File: src/rtl/spi_div_pkg.sv
package spi_div_pkg;
    // Divider scheme chosen by the select bit of the control field.
    typedef enum logic {
        DIV_POW2   = 1'b0,
        DIV_LINEAR = 1'b1
    } div_mode_e;
endpackage

File: src/rtl/spi_div_ratio.sv
module spi_div_ratio #(
    parameter int EXP_W = 4,
    parameter int LIN_W = 8,
    parameter int CNT_W = 15
) (
    input  logic [EXP_W+LIN_W:0] div_ctrl,
    output logic [CNT_W-1:0]     half_per
);
    import spi_div_pkg::*;

    localparam int SEL_BIT = EXP_W + LIN_W;

    div_mode_e         mode;
    logic [EXP_W-1:0]  exp_n;
    logic [LIN_W-1:0]  lin_m;

    always_comb begin
        mode  = div_mode_e'(div_ctrl[SEL_BIT]);
        exp_n = div_ctrl[LIN_W +: EXP_W];
        lin_m = div_ctrl[LIN_W-1:0];
        if (mode == DIV_LINEAR) begin
            half_per = CNT_W'(lin_m) + CNT_W'(1);
        end else if (exp_n == '0) begin
            half_per = CNT_W'(1);          // exponent 0 behaves as divide-by-2
        end else begin
            half_per = CNT_W'(1) << (exp_n - EXP_W'(1));
        end
    end

    // a half period of zero would stall the counter
    always_comb begin
        a_r4_half_nonzero: assert (half_per != '0);
    end
endmodule

File: src/rtl/spi_div_core.sv
module spi_div_core #(
    parameter int CNT_W = 15
) (
    input  logic             clk,
    input  logic             rst_n,
    input  logic             run,
    input  logic             cpol,
    input  logic [CNT_W-1:0] half_in,
    output logic             sclk,
    output logic             lead_stb,
    output logic             trail_stb
);
    typedef struct packed {
        logic             sclk;
        logic             lead;
        logic             trail;
        logic             idle_lvl;
        logic [CNT_W-1:0] cnt;
        logic [CNT_W-1:0] half;
    } div_state_t;

    div_state_t st_d, st_q;
    logic       at_edge;

    always_comb begin
        st_d       = st_q;
        st_d.lead  = 1'b0;
        st_d.trail = 1'b0;
        at_edge    = (st_q.cnt == st_q.half - CNT_W'(1));
        if (!run) begin
            st_d.sclk     = cpol;
            st_d.idle_lvl = cpol;
            st_d.cnt      = '0;
            st_d.half     = half_in;
        end else if (at_edge) begin
            st_d.cnt  = '0;
            st_d.sclk = ~st_q.sclk;
            if (st_q.sclk == st_q.idle_lvl) begin
                st_d.lead = 1'b1;
            end else begin
                st_d.trail = 1'b1;
            end
        end else begin
            st_d.cnt = st_q.cnt + CNT_W'(1);
        end
    end

    always_ff @(posedge clk or negedge rst_n) begin
        if (!rst_n) begin
            st_q <= '{sclk: 1'b0, lead: 1'b0, trail: 1'b0, idle_lvl: 1'b0,
                      cnt: '0, half: CNT_W'(1)};
        end else begin
            st_q <= st_d;
        end
    end

    assign sclk      = st_q.sclk;
    assign lead_stb  = st_q.lead;
    assign trail_stb = st_q.trail;

    a_r7_r8_one_strobe: assert property (@(posedge clk) disable iff (!rst_n)
        !(lead_stb && trail_stb));
    a_r7_lead_moves_clk: assert property (@(posedge clk) disable iff (!rst_n)
        lead_stb |-> (sclk != st_q.idle_lvl) && (sclk != $past(sclk)));
    a_r8_trail_moves_clk: assert property (@(posedge clk) disable iff (!rst_n)
        trail_stb |-> (sclk == st_q.idle_lvl) && (sclk != $past(sclk)));
    a_r9_idle_level: assert property (@(posedge clk) disable iff (!rst_n)
        !run |=> (sclk == $past(cpol)) && !lead_stb && !trail_stb);
    a_r10_rate_frozen: assert property (@(posedge clk) disable iff (!rst_n)
        run && $past(run) |-> $stable(st_q.half));
    a_r6_cnt_in_range: assert property (@(posedge clk) disable iff (!rst_n)
        st_q.cnt < st_q.half);
endmodule

File: src/rtl/spi_sclk_gen.sv
module spi_sclk_gen #(
    parameter int EXP_W = 4,
    parameter int LIN_W = 8
) (
    input  logic                 clk,
    input  logic                 rst_n,
    input  logic [EXP_W+LIN_W:0] div_ctrl,
    input  logic                 cpol,
    input  logic                 run,
    output logic                 sclk,
    output logic                 lead_stb,
    output logic                 trail_stb
);
    localparam int EXP_HALF_W = (1 << EXP_W) - 1;
    localparam int CNT_W = (EXP_HALF_W > LIN_W + 1) ? EXP_HALF_W : LIN_W + 1;

    logic [CNT_W-1:0] half_per;

    spi_div_ratio #(.EXP_W(EXP_W), .LIN_W(LIN_W), .CNT_W(CNT_W)) u_ratio (
        .div_ctrl (div_ctrl),
        .half_per (half_per)
    );

    spi_div_core #(.CNT_W(CNT_W)) u_core (
        .clk       (clk),
        .rst_n     (rst_n),
        .run       (run),
        .cpol      (cpol),
        .half_in   (half_per),
        .sclk      (sclk),
        .lead_stb  (lead_stb),
        .trail_stb (trail_stb)
    );
endmodule

File: config.mk
export PLATFORM = sky130hd
export DESIGN_NAME = spi_sclk_gen
export DESIGN_NICKNAME = d
export VERILOG_FILES = /design/src/rtl/spi_div_pkg.sv /design/src/rtl/spi_div_ratio.sv /design/src/rtl/spi_div_core.sv /design/src/rtl/spi_sclk_gen.sv
export SDC_FILE = /design/constraint.sdc
export NUM_CORES = 1
export LEC_CHECK = 0
export ABC_CLOCK_PERIOD_IN_PS = 5200
export BUFFER_PORTS_ARGS = -buffer_cell sky130_fd_sc_hd__buf_2
export CORE_ASPECT_RATIO = 0.6
export CORE_MARGIN = 5
export CORE_UTILIZATION = 30
export DETAILED_ROUTE_END_ITERATION = 12
export REMOVE_ABC_BUFFERS = 1
export SLEW_MARGIN = 10
export SYNTH_ARGS = -nofsm -noshare
export SYNTH_HDL_FRONTEND = slang
export SYNTH_SLANG_ARGS = --single-unit
export TNS_END_PERCENT = 30
File: constraint.sdc
create_clock -name clk -period 5.2 [get_ports clk]
set_input_delay 1.3 -clock clk [delete_from_list [all_inputs] [get_ports clk]]
set_output_delay 1.3 -clock clk [all_outputs]
set_load 0.1 [all_outputs]
==> After elaboration in Yosys (flattened, before gate mapping) <==
Index checks and enable logic that the tools add are counted.
{ "word_totals": {"ff_bits": 34, "wordCells": 25, "output_inout_bits": 3, "input_bits": 17} }
{ "op_classes": {"muxes": 9, "addsub": 4, "n_reduce_logical": 1, "bitwise_logic": 1, "shift": 1, "n_eq_ne": 3} }
{ "ops": {"columns": ["operator", "n"], "rows": [
  ["$mux W15", 4],
  ["$add A15 B1 Y15 const B", 1],
  ["$eq A15 B15 Y1", 1],
  ["$shl A1 B4 Y15 const A", 1],
  ["$sub A15 B1 Y15 const B", 1],
  ["$add A8 B1 Y9 const B", 1],
  ["$logic_not A4 Y1", 1],
  ["$sub A4 B1 Y4 const B", 1],
  ["$mux W1", 3],
  ["$mux W3", 1],
  ["$mux W2", 1],
  ["$ne A2 B1 Y1 const B", 1],
  ["$eq A1 B1 Y1", 1],
  ["$not A1 Y1", 1]
]} }

==> Logic depth before layout (Yosys ltp) <==
{ "logic_depth": {"word_depth": 4, "mapped_depth": 10, "mapped_depth_nobuf": 8} }

==> By module <==
Synthesis repeated with hierarchy kept, for this count alone.
{ "hier_totals": {"hier_cells": 234, "area_unflattened_um2": 2299.7} }
{ "modules_own_cells": {"columns": ["mod", "n_inst", "seq_area_each_um2", "area_per_inst_um2", "cells_per_inst"], "rows": [
  ["spi_div_core", 1, 852.1, 1994.4, 187],
  ["spi_div_ratio", 1, 0.0, 305.3, 47]
]} }

==> Least setup slack after synthesis <==
No wires, ideal clock.
{ "synth_path": {"kind": "register to register", "start": "register u_core.st_q[1] (netlist bit)", "end": "register u_core.st_q[19] (netlist bit)", "path_stages_with_launch": 11, "t_arrival_ns": 2.349, "t_required_ns": 5.084, "setup_ns": 0.116, "synth_period_minus_slack_ns": 2.465, "path_buffers": 2, "path_slack_ns": 2.735, "cell_sequence": "dfrtp_1 > inv_1 > ha_1 > or3b_1 > clkbuf_1 > nor4_1 > a21o_1 > o211ai_1 > nor4_4 > buf_6 > nor2_1"} }
{ "synth_rtl": {"columns": ["item", "line", "rtl"], "rows": [
  ["start, declared", "spi_div_core.sv:22", "div_state_t st_d, st_q;"],
  ["start signal, assigned", "spi_div_core.sv:50", "st_q <= '{sclk: 1'b0, lead: 1'b0, trail: 1'b0, idle_lvl: 1'b0,"],
  ["start signal, assigned", "spi_div_core.sv:53", "st_q <= st_d;"]
]} }

==> impl_summary.txt <==
----------------------------------------------------
[Logic synthesis]
  Fraction of the yosys area taken by sequential cells ... approximately 36%
  Warnings from Yosys ... 0
  Number of flip-flops and latches in the synthesized netlist ... 34
  Cell types with the largest area share after synthesis ... dfrtp_1, xnor2_1, nand2_1, xor2_1, nor2_1
  Post-Syn Area per Cell ... 8.53 um2
  Number of enable-type register cells in the synthesized netlist ... 0
  Proportion of netlist area held by the largest area contributor ... a little over a third
  Gate count of the mapped netlist ... 279
  Distinct cells, synth ... 53
  Post-synthesis cell area ... approximately 2400 um2
  Predominant post-synthesis flop cell ... dfrtp_1
  Cell type with the largest total area after synthesis ... dfrtp_1
  Fraction of registers with async set or reset after synthesis ... 100%

[STA]
  Final Hold Viols ... 0
  Headroom to the max-slew limit ... between 40% and 50%
  Portion of the clock cycle consumed by the worst path in the final layout ... 59.1%
  Total negative slack for setup checks ... 0 ns
  Fmax ... approximately 0.33 GHz
  Worst Clk Skew ... roughly 0.0065 ns
  Final Max Slew Viols ... 0
  Min Hold Slack ... a little over 0.5 ns
  Final setup viols ... 0
  Minimum setup slack in the final design ... between 2 and 2.5 ns
  Slew at the pin closest to its max-slew limit ... 0.833 ns
  RSZ-0062 raised after global routing ... false
  Minimum clock period ... roughly 3.1 ns

[Route]
  Total number of vias ... 2012
  Routed Wire Length ... 5720 um
  Drc violations ... 0
  Via density ... ~5.1
  Initial DRC count ... around 220
  Antenna viol nets, final ... 0
  Count of TritonRoute iterations in the first routing pass ... 4
  Post-DR wirelength/cell ... between 10 and 15 um

[Layout]
  Most frequent cells in the layout ... nand2_1, dfrtp_1, nor2_1
  Seq. cell area ... 852 um2
  Final nets ... just over 300
  Antenna cells ... 0
  Fraction of layout instances using a drive strength above 1 ... about an eighth
  Area of combinational cells with multiple inputs ... 1440 um2
  Commonest non-fill, non-tap cell in the layout ... nand2_1
  Number of inserted filler cells in the final layout ... between 800 and 900
  Area grow syn2layout ... 12.7%
  Final core utilization ... between 30% and 40%

[Placement]
  Weighted congestion reported at the end of routability-driven placement ... between 0.9 and 1
  Worst slack, placed ... approximately 2.2 ns
  Total of buffers placed on input and output ports ... 19
  Detail Placement HPWL ... 4220 um

[Pwr]
  Total chip power ... slightly above 0.0007 W
  Sequential fraction of design power ... between 40% and 50%
  Comb power frac ... between 10% and 20%
  Share of total power consumed by net switching ... 28.7%
  Leakage power of the design ... between 1 and 1.5 nW
  Largest voltage drop on the vdd net ... between 100 and 150 uV
  Sw Pwr ... roughly 0.00021 W
  Power density over cell area ... roughly 270 nW/um2
  Internal Power ... 0.000516 W
  Clock network fraction of design power ... 41.2%

[Setup path]
  Maximum cell stage delay along the critical path ... a little over 0.8 ns
  CP cell instances ... inv_1 -> ha_1 -> or3b_1 -> nor4_1 -> a21o_1 -> o211ai_1 -> nor4_4 -> and3_1
  Category of the worst setup path capture point ... flip-flop
  CP Data Arrival Time ... ~3.3 ns
  Cell family contributing the most delay on the critical path ... simple AND/OR/NAND/NOR gates
  Slowest stage cell on the critical path ... nor4_4
  Category of the most critical setup path ... flip-flop to flip-flop
  Worst endpoint required time ... approximately 5.4 ns
  Buffers & Inverters on Critical Path ... 1
  Crit path max fanout ... 16
  Critical Path Source Type ... flip-flop

[Global routing]
  Global-route congestion overflow total ... 0
  Number of global-route vias before repair ... between 1500 and 2000
  Wire length of the first global-routing pass ... around 9500 um
  GRT Util Overall ... a little under an eighth
  Initial antenna violation count ... 0
  Pin count of the biggest net entering global routing ... 50

[Clock network]
  Max H-tree Level ... 2
  CTS hold repair buffers ... 0
  TritonCTS clock tree ... yes
  CTS-repair resized insts ... 0
  Worst-skew pair later-pin latency ... around 0.28 ns
  CTS Sinks ... 34
  Clock buffer count from CTS ... 5
  # Post-CTS Setup Buffers ... 0
  Root Buffer ... clkbuf_16
  CTS Buffer Depth ... 2
  Clock transition at the register clock pins on the worst setup and hold paths after CTS ... around 0.050 ns

[Floorplanning]
  Core region area ... 7790 um2
  Effective utilization at floorplan ... ~31%
  X dimension of the die ... between 100 and 150 um
  Count of pins on the block boundary ... 20
  Number of standard-cell rows in the floorplan ... 25
  Die area ... just under 10000 um2
  Die height ... approximately 79 um

[Status]
  Outcome ... finished, final reports clean

[Run]
  Number of maximum-capacitance constraint violations ... 0

[Hold path]
  Type of the worst min-delay path ... flip-flop to flip-flop

----------------------------------------------------
==> layout make-up <==
cell class,count,share of cell area [%]
Clock buffer,7,5.32
Clock inverter,1,0.187
Inverter,4,0.560
Multi-Input combinational cell,224,53.6
Sequential cell,34,31.8
Tap cell,108,5.04
Timing Repair Buffer,19,3.55
==> worst register-to-register path, delay by kind of cell (launching register included) <==
| kind | cells | cell delay (ns) |
|---|---|---|
| adder cells (fa/ha/maj) | 1 | 0.19 |
| AO/OA/AOI/OAI | 2 | 0.35 |
| buffers and inverters | 1 | 0.08 |
| AND/OR/NAND/NOR | 4 | 2.01 |
| flip-flops | 1 | 0.38 |
==> through the flow <==
step / area, um2 / std cells
2_1_floorplan: 2300 / 262
3_3_place_gp: 2530 / 389
3_5_place_dp: 2530 / 389
4_1_cts: 2680 / 397
5_1_grt: 2680 / 397
6_report: 2680 / 397
==> final timing paths <==
| check | start | endpoint | slack (ns) | cells past startpoint |
|---|---|---|---|---|
| setup / recovery | u_core.st_q[1] | u_core.lead_stb | 2.13 | 8 |
| hold / removal | u_core.st_q[15] | u_core.st_q[15] | 0.51 | 1 |
| setup reg to reg | u_core.st_q[1] | u_core.lead_stb | 2.13 | 8 |
| hold reg to reg | u_core.st_q[15] | u_core.st_q[15] | 0.51 | 1 |
| max in group asynchronous | rst_n | u_core.st_q[15] | 3.59 | 1 |
| min in group asynchronous | rst_n | u_core.st_q[30] | 1.11 | 1 |
==> logic make-up (layout without fill, tap and decap cells) <==
group	Yosys count	in the layout	share of synthesized area, %
flip-flops	34	34	35.8
AND/OR/NAND/NOR	138	138	31.0
adder cells (fa/ha/maj)	3	3	1.58
multiplexers	3	3	1.37
AO/OA/AOI/OAI	46	46	13.9
XOR/XNOR	34	34	12.5
buffers and inverters	21	31	3.79
==> power groups by stage <==
stage                     clock network (W)  logic [W]  registers, W
after floorplan                           0  0.0000806      0.000301
after global placement                    0   0.000131      0.000296
after detailed placement                  0   0.000131      0.000297
after CTS                          0.000302   0.000132      0.000292
after global routing               0.000314   0.000148      0.000294
final                              0.000298   0.000133      0.000292
==> cells in the mapped netlist (2+ instances only) <==
master    number
nand2_1       40
dfrtp_1       33
nor2_1        24
xnor2_1       21
o21ai_0       13
xor2_1        13
clkbuf_1      11
nor2b_1        8
and3_1         7
nand2b_1       7
nand3_1        7
nand3b_1       6
nor3_1         6
and2_1         5
nand4_1        5
a21oi_1        4
inv_1          4
nor4_1         4
o31ai_1        4
or4_1          4
a21o_1         3
a221oi_1       3
a32oi_1        3
buf_2          3
ha_1           3
nor3b_1        3
o211ai_1       3
a211oi_1       2
buf_1          2
mux2_2         2
nand4b_1       2
nor4b_1        2
or2_2          2
==> metal layers <==
| layer | up-vias | part of all wire, % | GRT usage [%] |
|---|---|---|---|
| met4 | 0 | 0.070 | 1.30 |
| met5 | - | 0 | 0 |
| met2 | 39 | 37 | 14.6 |
| met3 | 2 | 6.9 | 3.76 |
| met1 | 963 | 56 | 19.5 |
| li1 | 1008 | - | - |
==> flip-flops by register name (all words and copies together) (netlist names) <==
register          count
u_core.sclk           1
u_core.st_q          31
u_core.trail_stb      1
u_core.lead_stb       1
(Power assumes the default switching activity.)
